$ cat src/rtl/vic_pkg.sv
package vic_pkg;
    localparam int IRQ_NUM = 81;
    localparam int IRQ_VW  = $clog2(IRQ_NUM);
    localparam logic [IRQ_NUM-1:0] IRQ_UNUSED =
        (IRQ_NUM'(1) << 63) | (IRQ_NUM'(1) << 80);

    typedef enum logic {
        LVL_LO = 1'b0,
        LVL_HI = 1'b1
    } irq_lvl_e;

    typedef struct packed {
        logic              valid;
        logic [IRQ_VW-1:0] vec;
        irq_lvl_e          level;
    } irq_sel_t;
endpackage

$ cat src/rtl/vic_first_set.sv
module vic_first_set #(
    parameter int WIDTH = 81,
    parameter int IDX_W = $clog2(WIDTH)
) (
    input  logic [WIDTH-1:0] bits_in,
    output logic             any_set,
    output logic [IDX_W-1:0] first_idx
);
    always_comb begin
        first_idx = '0;
        for (int i = WIDTH - 1; i >= 0; i--) begin
            if (bits_in[i]) begin
                first_idx = IDX_W'(i);
            end
        end
    end

    assign any_set = |bits_in;
endmodule

$ cat src/rtl/vic_service_track.sv
module vic_service_track (
    input  logic clk,
    input  logic rst,
    input  logic take,
    input  logic take_hi,
    input  logic reti,
    output logic svc_hi,
    output logic svc_lo
);
    logic hi_next, lo_next;

    always_comb begin
        hi_next = svc_hi;
        lo_next = svc_lo;
        if (reti) begin
            if (svc_hi) hi_next = 1'b0;
            else        lo_next = 1'b0;
        end
        if (take) begin
            if (take_hi) hi_next = 1'b1;
            else         lo_next = 1'b1;
        end
    end

    always_ff @(posedge clk) begin
        if (rst) begin
            svc_hi <= 1'b0;
            svc_lo <= 1'b0;
        end else begin
            svc_hi <= hi_next;
            svc_lo <= lo_next;
        end
    end
endmodule

$ cat src/rtl/vic_arbiter.sv
module vic_arbiter
    import vic_pkg::*;
#(
    parameter int                 NUM_VEC = IRQ_NUM,
    parameter logic [NUM_VEC-1:0] UNUSED  = IRQ_UNUSED
) (
    input  logic               clk,
    input  logic               rst,
    input  logic               vec_mode,
    input  logic [NUM_VEC-1:0] req,
    input  logic [NUM_VEC-1:0] en,
    input  logic [NUM_VEC-1:0] lvl_hi,
    input  logic               ack,
    input  logic               reti,
    output logic               irq_valid,
    output logic [IRQ_VW-1:0]  irq_vec,
    output logic               irq_level,
    output logic               pend_hi,
    output logic               pend_lo
);
    logic [NUM_VEC-1:0] live, hi_bits, lo_bits;
    logic               hi_any, lo_any;
    logic [IRQ_VW-1:0]  hi_idx, lo_idx;
    logic               svc_hi, svc_lo;
    irq_sel_t           cand, sel_q;
    logic               taken;

    assign live    = req & en & ~UNUSED;
    assign hi_bits = live & lvl_hi;
    assign lo_bits = live & ~lvl_hi;

    vic_first_set #(.WIDTH(NUM_VEC), .IDX_W(IRQ_VW)) hi_enc_i (
        .bits_in(hi_bits), .any_set(hi_any), .first_idx(hi_idx)
    );
    vic_first_set #(.WIDTH(NUM_VEC), .IDX_W(IRQ_VW)) lo_enc_i (
        .bits_in(lo_bits), .any_set(lo_any), .first_idx(lo_idx)
    );

    assign taken = sel_q.valid & ack;

    vic_service_track track_i (
        .clk    (clk),
        .rst    (rst),
        .take   (taken),
        .take_hi(sel_q.level == LVL_HI),
        .reti   (reti),
        .svc_hi (svc_hi),
        .svc_lo (svc_lo)
    );

    always_comb begin
        cand = '{valid: 1'b0, vec: '0, level: LVL_LO};
        if (!svc_hi) begin
            if (hi_any) begin
                cand = '{valid: 1'b1, vec: hi_idx, level: LVL_HI};
            end else if (lo_any && !svc_lo) begin
                cand = '{valid: 1'b1, vec: lo_idx, level: LVL_LO};
            end
        end
        if (!vec_mode) begin
            cand.vec = '0;
        end
    end

    always_ff @(posedge clk) begin
        if (rst) begin
            sel_q   <= '{valid: 1'b0, vec: '0, level: LVL_LO};
            pend_hi <= 1'b0;
            pend_lo <= 1'b0;
        end else begin
            pend_hi <= hi_any;
            pend_lo <= lo_any;
            if (sel_q.valid) begin
                if (ack) sel_q.valid <= 1'b0;
            end else begin
                sel_q <= cand;
            end
        end
    end

    assign irq_valid = sel_q.valid;
    assign irq_vec   = sel_q.vec;
    assign irq_level = sel_q.level;
endmodule

$ cat config.mk
export PLATFORM = sky130hd
export DESIGN_NAME = vic_arbiter
export DESIGN_NICKNAME = d
export VERILOG_FILES = /design/src/rtl/vic_pkg.sv /design/src/rtl/vic_first_set.sv /design/src/rtl/vic_service_track.sv /design/src/rtl/vic_arbiter.sv
export SDC_FILE = /design/constraint.sdc
export NUM_CORES = 1
export LEC_CHECK = 0
export BUFFER_PORTS_ARGS = -buffer_cell sky130_fd_sc_hd__buf_2
export CAP_MARGIN = 10
export CORE_AREA = 2 2 100 102
export CTS_CLUSTER_DIAMETER = 100
export DETAILED_ROUTE_END_ITERATION = 6
export DIE_AREA = 0 0 102 104
export PLACE_DENSITY = 0.79
export SLEW_MARGIN = 10
export SYNTH_ARGS = -nofsm -noshare
export SYNTH_HDL_FRONTEND = slang
export SYNTH_SLANG_ARGS = --single-unit
$ cat constraint.sdc
create_clock -name clk -period 2.34 [get_ports clk]
set_input_delay 0.117 -clock clk [delete_from_list [all_inputs] [get_ports clk]]
set_output_delay 0.117 -clock clk [all_outputs]
set_load 0.02 [all_outputs]
After elaboration in Yosys (flattened, before gate mapping)
Index checks and enable logic that the tools add are counted.
{"block": "word_totals", "register_bits": 13, "latchBits": 0, "mem_bits_rw": 0, "mem_bits_ro": 0, "inputBits": 248, "output_inout_bits": 11, "wordCells": 191, "mem_count": 0}
{"block": "op_classes", "addsub": 0, "mul": 0, "n_div": 0, "order_cmp": 0, "n_eq_ne": 0, "shift": 0, "muxes": 175, "bitwise": 5, "n_reduce_logical": 4}
{"op": "two-way mux 7 bit", "n": 163}
{"op": "AND 80 x 81 -> 81 bit", "n": 2}
{"op": "OR reduction 81 bit", "n": 2}
{"op": "NOT 81 bit", "n": 1}
{"op": "AND 80 bit", "n": 1}
{"op": "two-way mux 9 bit", "n": 3}
{"op": "two-way mux 1 bit", "n": 9}
{"op": "AND 1 bit", "n": 1}
{"op": "logical AND 1 bit", "n": 1}
{"op": "zero test 1 bit", "n": 1}

Depth between registers and ports, before layout
{"block": "logic_depth", "ltp_word": 87, "depth_mapped": 8, "mapped_depth_nobuf": 8}

Modules after synthesis
From an unflattened synthesis, not the netlist that was laid out.
{"block": "hier_totals", "cells_unflattened": 667, "area_unflattened_um2": 3703.6}
{"module": "vic_first_set", "n_inst": 2, "cells_each": 183, "area_each_um2": 1027.2, "seq_area_each_um2": 0.0}
{"module": "vic_arbiter", "n_inst": 1, "cells_each": 292, "area_each_um2": 1569.0, "seq_area_each_um2": 220.2}
{"module": "vic_service_track", "n_inst": 1, "cells_each": 9, "area_each_um2": 80.1, "seq_area_each_um2": 40.0}

Worst setup path after synthesis
No wires, ideal clock.
{"block": "synth_timing", "path_kind": "input -> register", "from": "input en[11]", "to": "register sel_q, in the netlist irq_vec[3]", "setup_time_ns": 0.120, "t_arrival_ns": 2.244, "t_required_ns": 2.220, "path_slack_ns": -0.024, "cell_stages": 7, "n_path_buf": 0, "cell_sequence": "and3b_1 or4_1 or4_4 or3_4 nor4_4 a2111oi_0 a211o_1"}
{"block": "synth_via", "elab_chain_len": 18, "elab_cells_between_ends": 34, "classes_between": "28 x mux; 3 x bitwise; 3 x reduce/logical"}
{"element": "from (decl)", "line": "vic_arbiter.sv:11", "text": "input logic [NUM_VEC-1:0] en,"}
{"element": "AND 80 bit (*)", "line": "vic_arbiter.sv:28", "text": "assign live = req & en & ~UNUSED;"}
{"element": "AND 80 x 81 -> 81 bit", "line": "vic_arbiter.sv:30", "text": "assign lo_bits = live & ~lvl_hi;"}
{"element": "two-way mux 7 bit (12 in a row)", "line": "vic_first_set.sv:12", "text": "if (bits_in[i]) begin"}
{"element": "two-way mux 9 bit", "line": "vic_arbiter.sv:56", "text": "end else if (lo_any && !svc_lo) begin"}
{"element": "two-way mux 9 bit (*)", "line": "vic_arbiter.sv:54", "text": "if (hi_any) begin"}
{"element": "two-way mux 9 bit (*)", "line": "vic_arbiter.sv:53", "text": "if (!svc_hi) begin"}
{"element": "two-way mux 7 bit (*)", "line": "vic_arbiter.sv:60", "text": "if (!vec_mode) begin"}
{"element": "to (signal assigned)", "line": "vic_arbiter.sv:67", "text": "sel_q <= '{valid: 1'b0, vec: '0, level: LVL_LO};"}
{"element": "to (signal assigned)", "line": "vic_arbiter.sv:76", "text": "sel_q <= cand;"}
{"element": "to (decl)", "line": "vic_arbiter.sv:25", "text": "irq_sel_t cand, sel_q;"}
Every way passes the cells marked *; elsewhere a longest branch is shown, timed or not.
A chain may end at the register's enable or synchronous reset.

Worst setup path after layout
{"block": "layout_timing", "from": "input req[11]", "to": "register sel_q, in the netlist irq_vec[3]"}
{"block": "layout_via", "elab_chain_len": 18, "elab_cells_between_ends": 34, "classes_between": "28 x mux; 3 x bitwise; 3 x reduce/logical"}
{"element": "from (decl)", "line": "vic_arbiter.sv:10", "text": "input logic [NUM_VEC-1:0] req,"}
{"element": "AND 80 bit (*)", "line": "vic_arbiter.sv:28"}
{"element": "AND 80 x 81 -> 81 bit", "line": "vic_arbiter.sv:30"}
{"element": "two-way mux 7 bit (12 in a row)", "line": "vic_first_set.sv:12"}
{"element": "two-way mux 9 bit", "line": "vic_arbiter.sv:56"}
{"element": "two-way mux 9 bit (*)", "line": "vic_arbiter.sv:54"}
{"element": "two-way mux 9 bit (*)", "line": "vic_arbiter.sv:53"}
{"element": "two-way mux 7 bit (*)", "line": "vic_arbiter.sv:60"}
Marked as above.

==> qor.txt <==
outcome -> finished, final reports clean
clock insertion delay at the later pin of the skew report -> 0.24 ns
final std cells w/o fill -> 1030
max_cap viols -> 0
post-DP HPWL -> 13.7 mm
synthesized area -> 0.00365 mm²
PwrDens -> 260 mW/mm²
setup TNS -> 0 ns
routability cong. -> 0.930
die area -> 0.0106 mm²
met2 WL post-DR -> 7.90 mm
final wirelength -> 15.4 mm
TritonCTS buffer count -> 3
Final Skew -> 0.00562 ns
pin count of the biggest net entering global routing -> 9
PortBufs -> 252
first-pass GRT wire length -> 23.8 mm
number of setup violations in the final report -> 0
YS warnings -> 0
Layout Utilization -> 58.8%
Yosys reg bits -> 13
initial antenna violation count -> 0
synthesized netlist net count -> 830
Overall Global Routing Usage -> 27.1%
GR Overflow Total -> 0
initial DRC count -> 287
ratio of cells with drive above 1 in the final layout -> 37.0%
Clock transition at path regs -> 0.06 ns
asr flop ratio synth -> 0%
Syn Area/Cell -> 6.27 µm²
FILL cells -> 982
CORE AREA -> 0.00955 mm²
Fmax -> 0.435 GHz
max layer used -> met4
vias in the first global route -> 5615
Placement Rows -> 36
Die Ht -> 104 µm
critical path arrival -> 2.44 ns
DRT antenna net count -> 0
Hold Buf Count CTS -> 0
Vias/cell -> 5.75
Hold Crit Class -> primary input to register
Starting Density -> 38.2%
post-layout min period -> 2.30 ns
area growth from synthesis to layout -> 53.8%
Setup Buffers After CTS -> 0
Worst Tran Pin Value -> 0.576 ns
Post-synth EDFFs -> 0
Final Cycle Share -> 98.3%
CP Max Fanout -> 3
Placed Cells -> 1026
NumNets Final -> 1146
FF-to-FF setup slack -> 0.55 ns
Slew headroom -> 60.6%
# DRC -> 0
CTS Sinks -> 13
Main synth FF type -> dfxtp_1
worst vdd ir -> 0.172 mV
CTS tree -> yes
WL/cell -> 14.9 µm
Met3 Routed Length -> 940 µm
antenna cells -> 0
clock buffer depth -> 2
Seq/Total Area, Yosys -> 7.13%
DR pass1 iterations -> 5
max-slew violations -> 0
Worst setup EP type -> register
Ports -> 259
Register Area -> 260 µm²
area occupied by multi-input gates -> 0.00340 mm²
Critical Path RT -> 2.48 ns
vias -> 5923
library cells used by synthesis -> 55
Die W -> 102 µm
CTS HTree Levels -> 1
met1 wire length -> 6.13 mm
leakage -> 2.90 nW
Setup CP Type -> primary input to register
CP Launch Type -> primary input
final hold vios -> 0
cell count after synthesis -> 582
Root Driver -> clkbuf_8
==> placed cells by master, fill, tap and decap left out, types with 3 or more instances in the layout <==
cell	netlist	final
nand3_1	100	100
o211ai_1	11	11
buf_4	0	60
nand2_1	72	72
nand2b_1	13	13
nor2b_1	11	11
or2_2	3	3
nor3_1	10	10
buf_2	0	252
clkbuf_8	0	3
o31ai_1	7	7
and3_1	15	15
a41oi_1	4	4
and4_1	3	3
a21boi_0	3	3
nand3b_1	57	57
nor4_1	11	10
and3b_1	23	23
or3_1	3	3
o21ai_0	29	29
o2111ai_1	11	10
a211oi_1	12	12
a2111oi_0	5	4
nand4_1	30	30
a21oi_1	23	23
nor2_1	48	48
inv_1	9	9
o41ai_1	3	3
and2_1	4	4
a211o_1	4	4
o31a_1	3	3
dfxtp_1	13	13
a31oi_1	6	6
==> state kept, by name (all words and copies together), names as in the netlist <==
| register | flops |
|---|---|
| track_i.svc_lo | 1 |
| track_i.svc_hi | 1 |
| irq_vec | 7 |
| irq_valid | 1 |
| pend_hi | 1 |
| irq_level | 1 |
| pend_lo | 1 |
==> final timing paths <==
path / start / endpoint / cells after the start
worst max-delay path: req[11] / irq_vec[3]$_SDFFE_PP0N_ / 9
worst min-delay path: rst / track_i.svc_lo$_SDFF_PP0_ / 2
worst max register to register: irq_valid$_SDFF_PP0_ / irq_vec[0]$_SDFFE_PP0N_ / 6
worst min register to register: irq_vec[4]$_SDFFE_PP0N_ / irq_vec[4]$_SDFFE_PP0N_ / 2
==> critical path, cell delays in order <==
cell       delay [ns]
buf_2            0.10
and3b_1          0.19
or4_4            0.55
or4_4            0.44
or3_4            0.40
nor4_4           0.18
buf_4            0.18
a2111oi_1        0.05
a211o_1          0.23
==> routing by layer <==
| metal | vias up | global-route usage [%] |
|---|---|---|
| li1 | 2957 | - |
| met1 | 2677 | 29.6 |
| met2 | 251 | 53.2 |
| met3 | 38 | 2.69 |
| met4 | 0 | 7.71 |
| met5 | - | 0 |
==> Yosys cell counts (12+ instances only) <==
cell type	number	share of area, %
nor2_1	48	4.9
nand3_1	100	14
nand2_1	72	7.4
o21ai_0	29	4.0
nand2b_1	13	2.2
dfxtp_1	13	7.1
a211oi_1	12	2.5
nand4_1	30	5.1
and3_1	15	2.6
nand3b_1	57	12
a21oi_1	23	3.2
and3b_1	23	5.5
==> logic make-up after synthesis <==
family / count (synthesis) / synth area share [%]
AND/OR/NAND/NOR: 425 / 67.0
buffers and inverters: 10 / 1.03
flip-flops: 13 / 7.13
AO/OA/AOI/OAI: 134 / 24.9
==> power breakdown <==
group          switching (mW)  internal [mW]  total, mW
Clock                  0.0789          0.120      0.199
Combinational           0.536          0.483       1.02
Sequential             0.0106          0.233      0.244
Total                   0.625          0.837       1.46
==> stage by stage <==
step / power, mW / instance area (µm²) / setup WS (ns) / hold WS, ns
final: 1.46 / 5610 / 0.0391 / 0.137
after detailed placement: 1.24 / 5520 / -0.277 / 0.384
after CTS: 1.44 / 5580 / 0.0220 / 0.132
after floorplan: 0.741 / 3650 / 0.0517 / 0.186
after global placement: 1.23 / 5520 / -0.212 / 0.386
after global routing: 1.58 / 5610 / -0.0184 / 0.143
==> repair_timing <==
| action | 4_1_cts | 5_1_grt |
|---|---|---|
| gates resized for setup | 2 | 6 |
| pin swaps | 0 | 3 |
| setup endpoints to repair | 1 | 8 |
==> layout make-up <==
type	count	area share (%)
sequential	13	4.64
multi-input combinational	559	60.5
inverter	9	0.602
tap	133	2.96
timing repair buffer	312	30.5
clock buffer	4	0.802
Note: power is estimated with default switching activity, not from simulation.
